$ cat config.mk
export PLATFORM = sky130hd
export DESIGN_NAME = serial_audio_rx
export DESIGN_NICKNAME = d
export VERILOG_FILES = /design/src/rtl/sar_pkg.sv /design/src/rtl/sar_sync.sv /design/src/rtl/sar_i2s_framer.sv /design/src/rtl/sar_tw_framer.sv /design/src/rtl/serial_audio_rx.sv
export SDC_FILE = /design/constraint.sdc
export NUM_CORES = 1
export LEC_CHECK = 0
export CAP_MARGIN = 20
export CORE_MARGIN = 1.5
export CORE_UTILIZATION = 50
export DETAILED_ROUTE_END_ITERATION = 10
export PLACE_DENSITY = 0.68
export SLEW_MARGIN = 20
export SYNTH_ARGS = -nofsm -noshare
export SYNTH_HDL_FRONTEND = slang
export SYNTH_SLANG_ARGS = --single-unit
$ cat constraint.sdc
create_clock -name clk -period 2 [get_ports clk]
set_input_delay 0.5 -clock clk [delete_from_list [all_inputs] [get_ports clk]]
set_output_delay 0.5 -clock clk [all_outputs]
set_load 0.005 [all_outputs]
$ cat src/rtl/sar_pkg.sv
package sar_pkg;

  localparam logic [1:0] FMT_TWO_WIRE = 2'b01;

  // Two-wire framing has exactly one code; all others select I2S.
  function automatic logic fmt_is_two_wire(input logic [1:0] fmt);
    return fmt == FMT_TWO_WIRE;
  endfunction

  // A channel-select period is short when it held fewer bit clocks than the minimum.
  function automatic logic period_too_short(input int unsigned ticks,
                                            input int unsigned min_ticks);
    return ticks < min_ticks;
  endfunction

  // Bit index (MSB first) of serial position pos inside a word of width w.
  function automatic int unsigned msb_first_index(input int unsigned pos,
                                                  input int unsigned w);
    return w - 1 - pos;
  endfunction

endpackage

$ cat src/rtl/sar_sync.sv
module sar_sync #(
  parameter int STAGES = 2
) (
  input  logic clk,
  input  logic rst_n,
  input  logic bclk_i,
  input  logic lrsel_i,
  input  logic sdata_i,
  output logic tick_o,
  output logic lrsel_o,
  output logic sdata_o
);
  localparam int LANES = 3;
  localparam int TOP   = STAGES * LANES;

  logic [TOP-1:0] chain_q;
  logic           bclk_prev_q;
  logic           bclk_s;

  // Every lane moves through the same number of stages, so each sampled
  // value is aligned with the bit-clock level it goes with.
  always_ff @(posedge clk) begin
    if (!rst_n) begin
      chain_q     <= '0;
      bclk_prev_q <= 1'b0;
    end else begin
      chain_q     <= {chain_q[TOP-LANES-1:0], bclk_i, lrsel_i, sdata_i};
      bclk_prev_q <= bclk_s;
    end
  end

  assign bclk_s  = chain_q[TOP-1];
  assign lrsel_o = chain_q[TOP-2];
  assign sdata_o = chain_q[TOP-3];
  assign tick_o  = bclk_s & ~bclk_prev_q;

  // one rising bit-clock edge yields exactly one sampling tick
  a_r3_single_tick: assert property (@(posedge clk) disable iff (!rst_n)
    tick_o |=> !tick_o);

endmodule

$ cat src/rtl/sar_i2s_framer.sv
module sar_i2s_framer #(
  parameter int WORD_W   = 16,
  parameter int MIN_BCLK = 32
) (
  input  logic              clk,
  input  logic              rst_n,
  input  logic              act_i,
  input  logic              tick_i,
  input  logic              lrsel_i,
  input  logic              sdata_i,
  output logic              emit_o,
  output logic [WORD_W-1:0] left_o,
  output logic [WORD_W-1:0] right_o,
  output logic              short_o
);
  import sar_pkg::*;

  localparam int IDX_W = $clog2(WORD_W + 1);
  localparam int CNT_W = $clog2(MIN_BCLK + 1);
  localparam logic [IDX_W-1:0] IDX_FULL = IDX_W'(WORD_W);
  localparam logic [CNT_W-1:0] CNT_SAT  = CNT_W'(MIN_BCLK);

  logic              lr_prev_q;
  logic              synced_q;
  logic              left_seen_q;
  logic              armed_q;
  logic [IDX_W-1:0]  idx_q;
  logic [CNT_W-1:0]  cnt_q;
  logic [WORD_W-1:0] shreg_q;
  logic [WORD_W-1:0] lhold_q;

  // Named events for assertions and readability
  logic              lr_edge;
  logic              lr_fall;
  logic              bit_take;
  logic [WORD_W-1:0] word_next;

  assign lr_edge   = tick_i & (lrsel_i != lr_prev_q);
  assign lr_fall   = lr_edge & ~lrsel_i;
  assign bit_take  = tick_i & (idx_q < IDX_FULL);
  assign word_next = bit_take ? {shreg_q[WORD_W-2:0], sdata_i} : shreg_q;

  always_ff @(posedge clk) begin
    if (!rst_n || !act_i) begin
      lr_prev_q   <= 1'b0;
      synced_q    <= 1'b0;
      left_seen_q <= 1'b0;
      armed_q     <= 1'b0;
      idx_q       <= '0;
      cnt_q       <= '0;
      shreg_q     <= '0;
      lhold_q     <= '0;
      emit_o      <= 1'b0;
      left_o      <= '0;
      right_o     <= '0;
      short_o     <= 1'b0;
    end else begin
      emit_o  <= 1'b0;
      short_o <= 1'b0;
      if (tick_i) begin
        lr_prev_q <= lrsel_i;
        if (cnt_q != CNT_SAT) cnt_q <= cnt_q + 1'b1;
        if (lr_edge) begin
          // The bit on an edge tick is the LSB slot of the word that is ending.
          synced_q <= 1'b1;
          idx_q    <= '0;
          shreg_q  <= '0;
          if (synced_q) begin
            if (!lr_prev_q) begin
              lhold_q     <= word_next;
              left_seen_q <= 1'b1;
            end else if (left_seen_q) begin
              left_o      <= lhold_q;
              right_o     <= word_next;
              emit_o      <= 1'b1;
              left_seen_q <= 1'b0;
            end
          end
          if (lr_fall) begin
            armed_q <= 1'b1;
            cnt_q   <= CNT_W'(1);
            if (armed_q && period_too_short(32'(cnt_q), 32'(MIN_BCLK)))
              short_o <= 1'b1;
          end
        end else begin
          shreg_q <= word_next;
          if (bit_take) idx_q <= idx_q + 1'b1;
        end
      end
    end
  end

  // a frame is only reported after a channel-select edge was seen
  a_r5_emit_after_sync: assert property (@(posedge clk) disable iff (!rst_n)
    emit_o |-> synced_q);

  // frame strobe lasts one clock
  a_r10_emit_single: assert property (@(posedge clk) disable iff (!rst_n)
    emit_o |=> !emit_o);

  // the word index never runs past the word width
  a_r4_idx_bound: assert property (@(posedge clk) disable iff (!rst_n)
    idx_q <= IDX_FULL);

endmodule

$ cat src/rtl/sar_tw_framer.sv
module sar_tw_framer #(
  parameter int WORD_W = 16
) (
  input  logic              clk,
  input  logic              rst_n,
  input  logic              act_i,
  input  logic              tick_i,
  input  logic              sdata_i,
  output logic              emit_o,
  output logic [WORD_W-1:0] left_o,
  output logic [WORD_W-1:0] right_o
);
  localparam int FRAME_W = 2 * WORD_W;
  localparam int CNT_W   = $clog2(FRAME_W);
  localparam logic [CNT_W-1:0] LAST = CNT_W'(FRAME_W - 1);

  logic [FRAME_W-1:0] shreg_q;
  logic [CNT_W-1:0]   cnt_q;
  logic [FRAME_W-1:0] frame_next;
  logic               frame_end;

  assign frame_next = {shreg_q[FRAME_W-2:0], sdata_i};
  assign frame_end  = tick_i & (cnt_q == LAST);

  always_ff @(posedge clk) begin
    if (!rst_n || !act_i) begin
      shreg_q <= '0;
      cnt_q   <= '0;
      emit_o  <= 1'b0;
      left_o  <= '0;
      right_o <= '0;
    end else begin
      emit_o <= 1'b0;
      if (tick_i) begin
        if (frame_end) begin
          left_o  <= frame_next[FRAME_W-1:WORD_W];
          right_o <= frame_next[WORD_W-1:0];
          emit_o  <= 1'b1;
          cnt_q   <= '0;
          shreg_q <= '0;
        end else begin
          shreg_q <= frame_next;
          cnt_q   <= cnt_q + 1'b1;
        end
      end
    end
  end

  // after a frame is reported the bit position starts over
  a_r8_restart_after_frame: assert property (@(posedge clk) disable iff (!rst_n)
    emit_o |-> (cnt_q == '0));

endmodule

$ cat src/rtl/serial_audio_rx.sv
module serial_audio_rx #(
  parameter int WORD_W      = 16,
  parameter int MIN_BCLK    = 32,
  parameter int SYNC_STAGES = 2
) (
  input  logic              clk,
  input  logic              rst_n,
  input  logic              card_en_i,
  input  logic              path_en_i,
  input  logic [1:0]        fmt_i,
  input  logic              bclk_i,
  input  logic              lrsel_i,
  input  logic              sdata_i,
  output logic [WORD_W-1:0] left_o,
  output logic [WORD_W-1:0] right_o,
  output logic              valid_o,
  output logic              frame_err_o
);
  import sar_pkg::*;

  logic              port_en;
  logic              two_wire;
  logic              act_i2s;
  logic              act_tw;
  logic              tick;
  logic              lr_s;
  logic              sd_s;
  logic              i2s_emit;
  logic              i2s_short;
  logic [WORD_W-1:0] i2s_left;
  logic [WORD_W-1:0] i2s_right;
  logic              tw_emit;
  logic [WORD_W-1:0] tw_left;
  logic [WORD_W-1:0] tw_right;

  assign port_en  = card_en_i & path_en_i;
  assign two_wire = fmt_is_two_wire(fmt_i);
  assign act_i2s  = port_en & ~two_wire;
  assign act_tw   = port_en & two_wire;

  sar_sync #(.STAGES(SYNC_STAGES)) u_sync (
    .clk     (clk),
    .rst_n   (rst_n),
    .bclk_i  (bclk_i),
    .lrsel_i (lrsel_i),
    .sdata_i (sdata_i),
    .tick_o  (tick),
    .lrsel_o (lr_s),
    .sdata_o (sd_s)
  );

  sar_i2s_framer #(.WORD_W(WORD_W), .MIN_BCLK(MIN_BCLK)) u_i2s (
    .clk     (clk),
    .rst_n   (rst_n),
    .act_i   (act_i2s),
    .tick_i  (tick),
    .lrsel_i (lr_s),
    .sdata_i (sd_s),
    .emit_o  (i2s_emit),
    .left_o  (i2s_left),
    .right_o (i2s_right),
    .short_o (i2s_short)
  );

  sar_tw_framer #(.WORD_W(WORD_W)) u_tw (
    .clk     (clk),
    .rst_n   (rst_n),
    .act_i   (act_tw),
    .tick_i  (tick),
    .sdata_i (sd_s),
    .emit_o  (tw_emit),
    .left_o  (tw_left),
    .right_o (tw_right)
  );

  // Output stage: only the framer of the selected format may deliver
  always_ff @(posedge clk) begin
    if (!rst_n || !port_en) begin
      left_o      <= '0;
      right_o     <= '0;
      valid_o     <= 1'b0;
      frame_err_o <= 1'b0;
    end else begin
      valid_o <= 1'b0;
      if (act_i2s && i2s_emit) begin
        left_o  <= i2s_left;
        right_o <= i2s_right;
        valid_o <= 1'b1;
      end else if (act_tw && tw_emit) begin
        left_o  <= tw_left;
        right_o <= tw_right;
        valid_o <= 1'b1;
      end
      frame_err_o <= frame_err_o | (act_i2s & i2s_short);
    end
  end

  // a missing enable leaves the port quiet and the flag clear
  a_r2_idle_quiet: assert property (@(posedge clk) disable iff (!rst_n)
    !(card_en_i && path_en_i) |=> (!valid_o && !frame_err_o &&
                                   left_o == '0 && right_o == '0));

  // the error flag holds while enabled
  a_r6_err_sticky: assert property (@(posedge clk) disable iff (!rst_n)
    (card_en_i && path_en_i && frame_err_o) |=> frame_err_o);

  // two-wire mode never raises the flag
  a_r9_tw_no_err: assert property (@(posedge clk) disable iff (!rst_n)
    (card_en_i && path_en_i && fmt_i == FMT_TWO_WIRE && !frame_err_o) |=> !frame_err_o);

  // the output strobe lasts one clock
  a_r10_valid_pulse: assert property (@(posedge clk) disable iff (!rst_n)
    valid_o |=> !valid_o);

  // words stay put between strobes
  a_r10_hold_words: assert property (@(posedge clk) disable iff (!rst_n)
    (card_en_i && path_en_i && $past(card_en_i && path_en_i) && !valid_o)
      |-> ($stable(left_o) && $stable(right_o)));

endmodule

==> key figures <==
Setup path
  • WP data required: 2300 ps
  • R2R setup slack: approximately 160 ps
  • WP data arrival: 2140 ps
  • Critical path type: reg2reg
  • Crit. End Element: register
  • Reg2reg path depth: 4
  • Crit path max fanout: 16
  • Crit path launch type: register

Logic synthesis
  • Synth top area share: 0.525
  • Yosys warns: 0
  • Synth unique cells: 37
  • Mapped Area: 0.00728 sq mm
  • Count leader, synth: dfxtp_1
  • Area leader, netlist: dfxtp_1
  • Yosys reg bits: approximately 190
  • Number of enable flip-flop cells after synthesis: 0
  • Gate Count Post-Synth: 796
  • Post-synth net total: 810
  • Commonest cells in the netlist: dfxtp_1 (191), nand2_1 (141), a21oi_1 (95)
  • Most used DFF post-synth: dfxtp_1
  • Top post-synthesis cells by area: dfxtp_1 (53%), nand2_1 (7.3%), a21oi_1 (6.5%)
  • Mapped Avg Cell Area: roughly 9.1 sq um
  • Post-synth ARST share: 0
  • Post-synthesis sequential area ratio: 0.525

Pwr
  • Worst IR Drop VDD: about 0.6 mV
  • Leak Pwr: 0.00267 uW
  • Tot Pwr: 7460 uW
  • PwrDens: 868 mW/mm^2

Global routing
  • Largest net degree at the start of global routing: 63
  • Total GRT Usage: 0.226
  • Total global routing overflow: 0
  • Global-route wire length before repair: 26800 um
  • Vias in the first global route: 5353
  • Number of antenna violations at the first check in global routing: 0

STA
  • Tmin final: 1840 ps
  • Worst-Margin Slew: roughly 710 ps
  • Tcrit/Tclk final: 0.921
  • Clock skew: 11.2 ps
  • Slew Limit Headroom: 0.529
  • RSZ-0062 raised after global routing: no
  • Max Clk Rate: 0.543 GHz
  • Slew Limit Fails: 0
  • Hold Vio Cnt, Final: 0
  • Setup violators final: 0
  • Setup WS post-layout: 158 ps

Clock network
  • Root Buffer: clkbuf_16
  • CTS Buffer Depth: 2
  • Clk Latency, worst-skew pair: 430 ps
  • CTS Buf Count: 17
  • CTS H-tree lvls: 4
  • Reg clk slew, reported paths: 60 ps
  • CTS tree: yes
  • CTS Sinks: 191

Die
  • Core ar.: 0.0140 sq mm
  • Die W: 124 um
  • Die area: between 0.015 and 0.02 sq mm
  • DIE HEIGHT: 124 um
  • I/O pins: 43
  • Initial Utilization: 0.518
  • Standard-cell row count: 43

Detailed routing
  • DRC: 0
  • First drt pass iteration count: 5
  • Average wire per standard cell: 16.2 um
  • ANT nets after route: 0
  • Avg Vias per Cell: roughly 5.7
  • DR iter-0 viols: 462
  • Vias: between 5000 and 6000
  • Final WL: 16400 um

Min path
  • WHS Path Cells: 1
  • Worst hold path class: reg2reg

Final layout
  • Fin nets: 833
  • Register Area: 0.00382 sq mm
  • Design Area, Final: 0.00859 sq mm
  • Non-filler instance count after layout: 1010
  • Fillers: 1173
  • Syn-to-layout area delta: 18.0%
  • Area of the multi-input gates: between 0.003 and 0.004 sq mm
  • Proportion of layout cells with a drive suffix above 1: 0.113
  • Antenna cell count: 0

Run status
  • Outcome: finished, final reports clean

Placed design
  • GP Congestion: 0.821
  • Placed insts: approximately 1000
  • Post-DP HPWL: 11100 um
  • PortBufs: 42
  • Post-DP Area: 0.00798 sq mm
  • Post-Place Worst Slack: -2.94 ps

Flow run
  • Maxcap violations: 0
routing by layer:
layer,GRT usage,part of all wire,routed length (um)
met1,0.305,0.47,7660
met3,0.0499,0.043,699
met5,0,0,0
met4,0.0575,0.0071,117
met2,0.367,0.48,7930
kinds of logic after synthesis:
kind of cell / Yosys count / synth area share
mux: 17 / 0.0234
fa+ha+maj: 5 / 0.00859
compound gates: 226 / 0.212
xor+xnor: 1 / 0.00224
simple gates: 289 / 0.188
flops: 191 / 0.525
buf+inv: 67 / 0.0406
timing repair:
| item | 4_1_cts | 5_1_grt |
|---|---|---|
| buffers inserted | 0 | 0 |
| endpoints found under the setup margin | 9 | 0 |
| gates resized for setup | 1 | 0 |
| hold buffers | 0 | 0 |
| endpoints found under the hold margin | 0 | 0 |
area by class of cell:
type | instances | area share
Multi-Input combinational cell | 538 | 0.371
Clock inverter | 5 | 0.0119
Clock buffer | 25 | 0.0588
Inverter | 3 | 0.00131
Tap cell | 180 | 0.0262
Timing Repair Buffer | 68 | 0.0862
Sequential cell | 191 | 0.445
registers in the layout (all words and copies together) (netlist names), 5 cells and up:
| name | cells |
|---|---|
| u_tw.shreg_q | 31 |
| u_i2s.shreg_q | 16 |
| left_o | 16 |
| u_tw.cnt_q | 5 |
| u_tw.right_o | 16 |
| u_i2s.right_o | 16 |
| right_o | 16 |
| u_i2s.cnt_q | 6 |
| u_i2s.idx_q | 5 |
| u_sync.chain_q | 6 |
| u_i2s.left_o | 16 |
| u_i2s.lhold_q | 16 |
| u_tw.left_o | 16 |
report_power, final:
| part | internal [uW] | switching (uW) | leakage (uW) |
|---|---|---|---|
| Combinational | 77.2 | 101 | 0.000836 |
| Sequential | 3810 | 5.71 | 0.00154 |
| Clock | 2120 | 1340 | 0.000295 |
| Total | 6010 | 1450 | 0.00267 |
critical path: stages, from the launching register on:
cell      delay, ps
dfxtp_1         330
nand2b_2        370
nor2_8          380
mux2i_1         480
a211oi_1        140
stage by stage:
| stage | hold slack [ps] | util | setup TNS (ps) |
|---|---|---|---|
| CTS | 441 | 0.612 | 0 |
| global route | 450 | 0.612 | 0 |
| floorplan | 412 | - | 0 |
| detailed placement | 420 | 0.568 | -3.12 |
| finish | 437 | 0.612 | 0 |
| global placement | 416 | 0.568 | 0 |
cell usage in the layout, fill, tap and decap left out, types with 18 or more instances in the layout:
master / instances
a211oi_1: 32
a21oi_1: 95
a22oi_1: 18
clkdlybuf4s50_1: 42
dfxtp_1: 191
nand2_1: 140
nand3b_1: 35
nor2_1: 66
o21a_1: 30
o221a_2: 30
final timing paths:
path,startpoint,end
worst max-delay path,u_sync.bclk_prev_q,u_i2s.lhold_q[6]
worst min-delay path,u_sync.chain_q[1],u_sync.chain_q[4]
worst max register to register,u_sync.bclk_prev_q,u_i2s.lhold_q[6]
worst min register to register,u_sync.chain_q[1],u_sync.chain_q[4]
(Power assumes the default switching activity.)
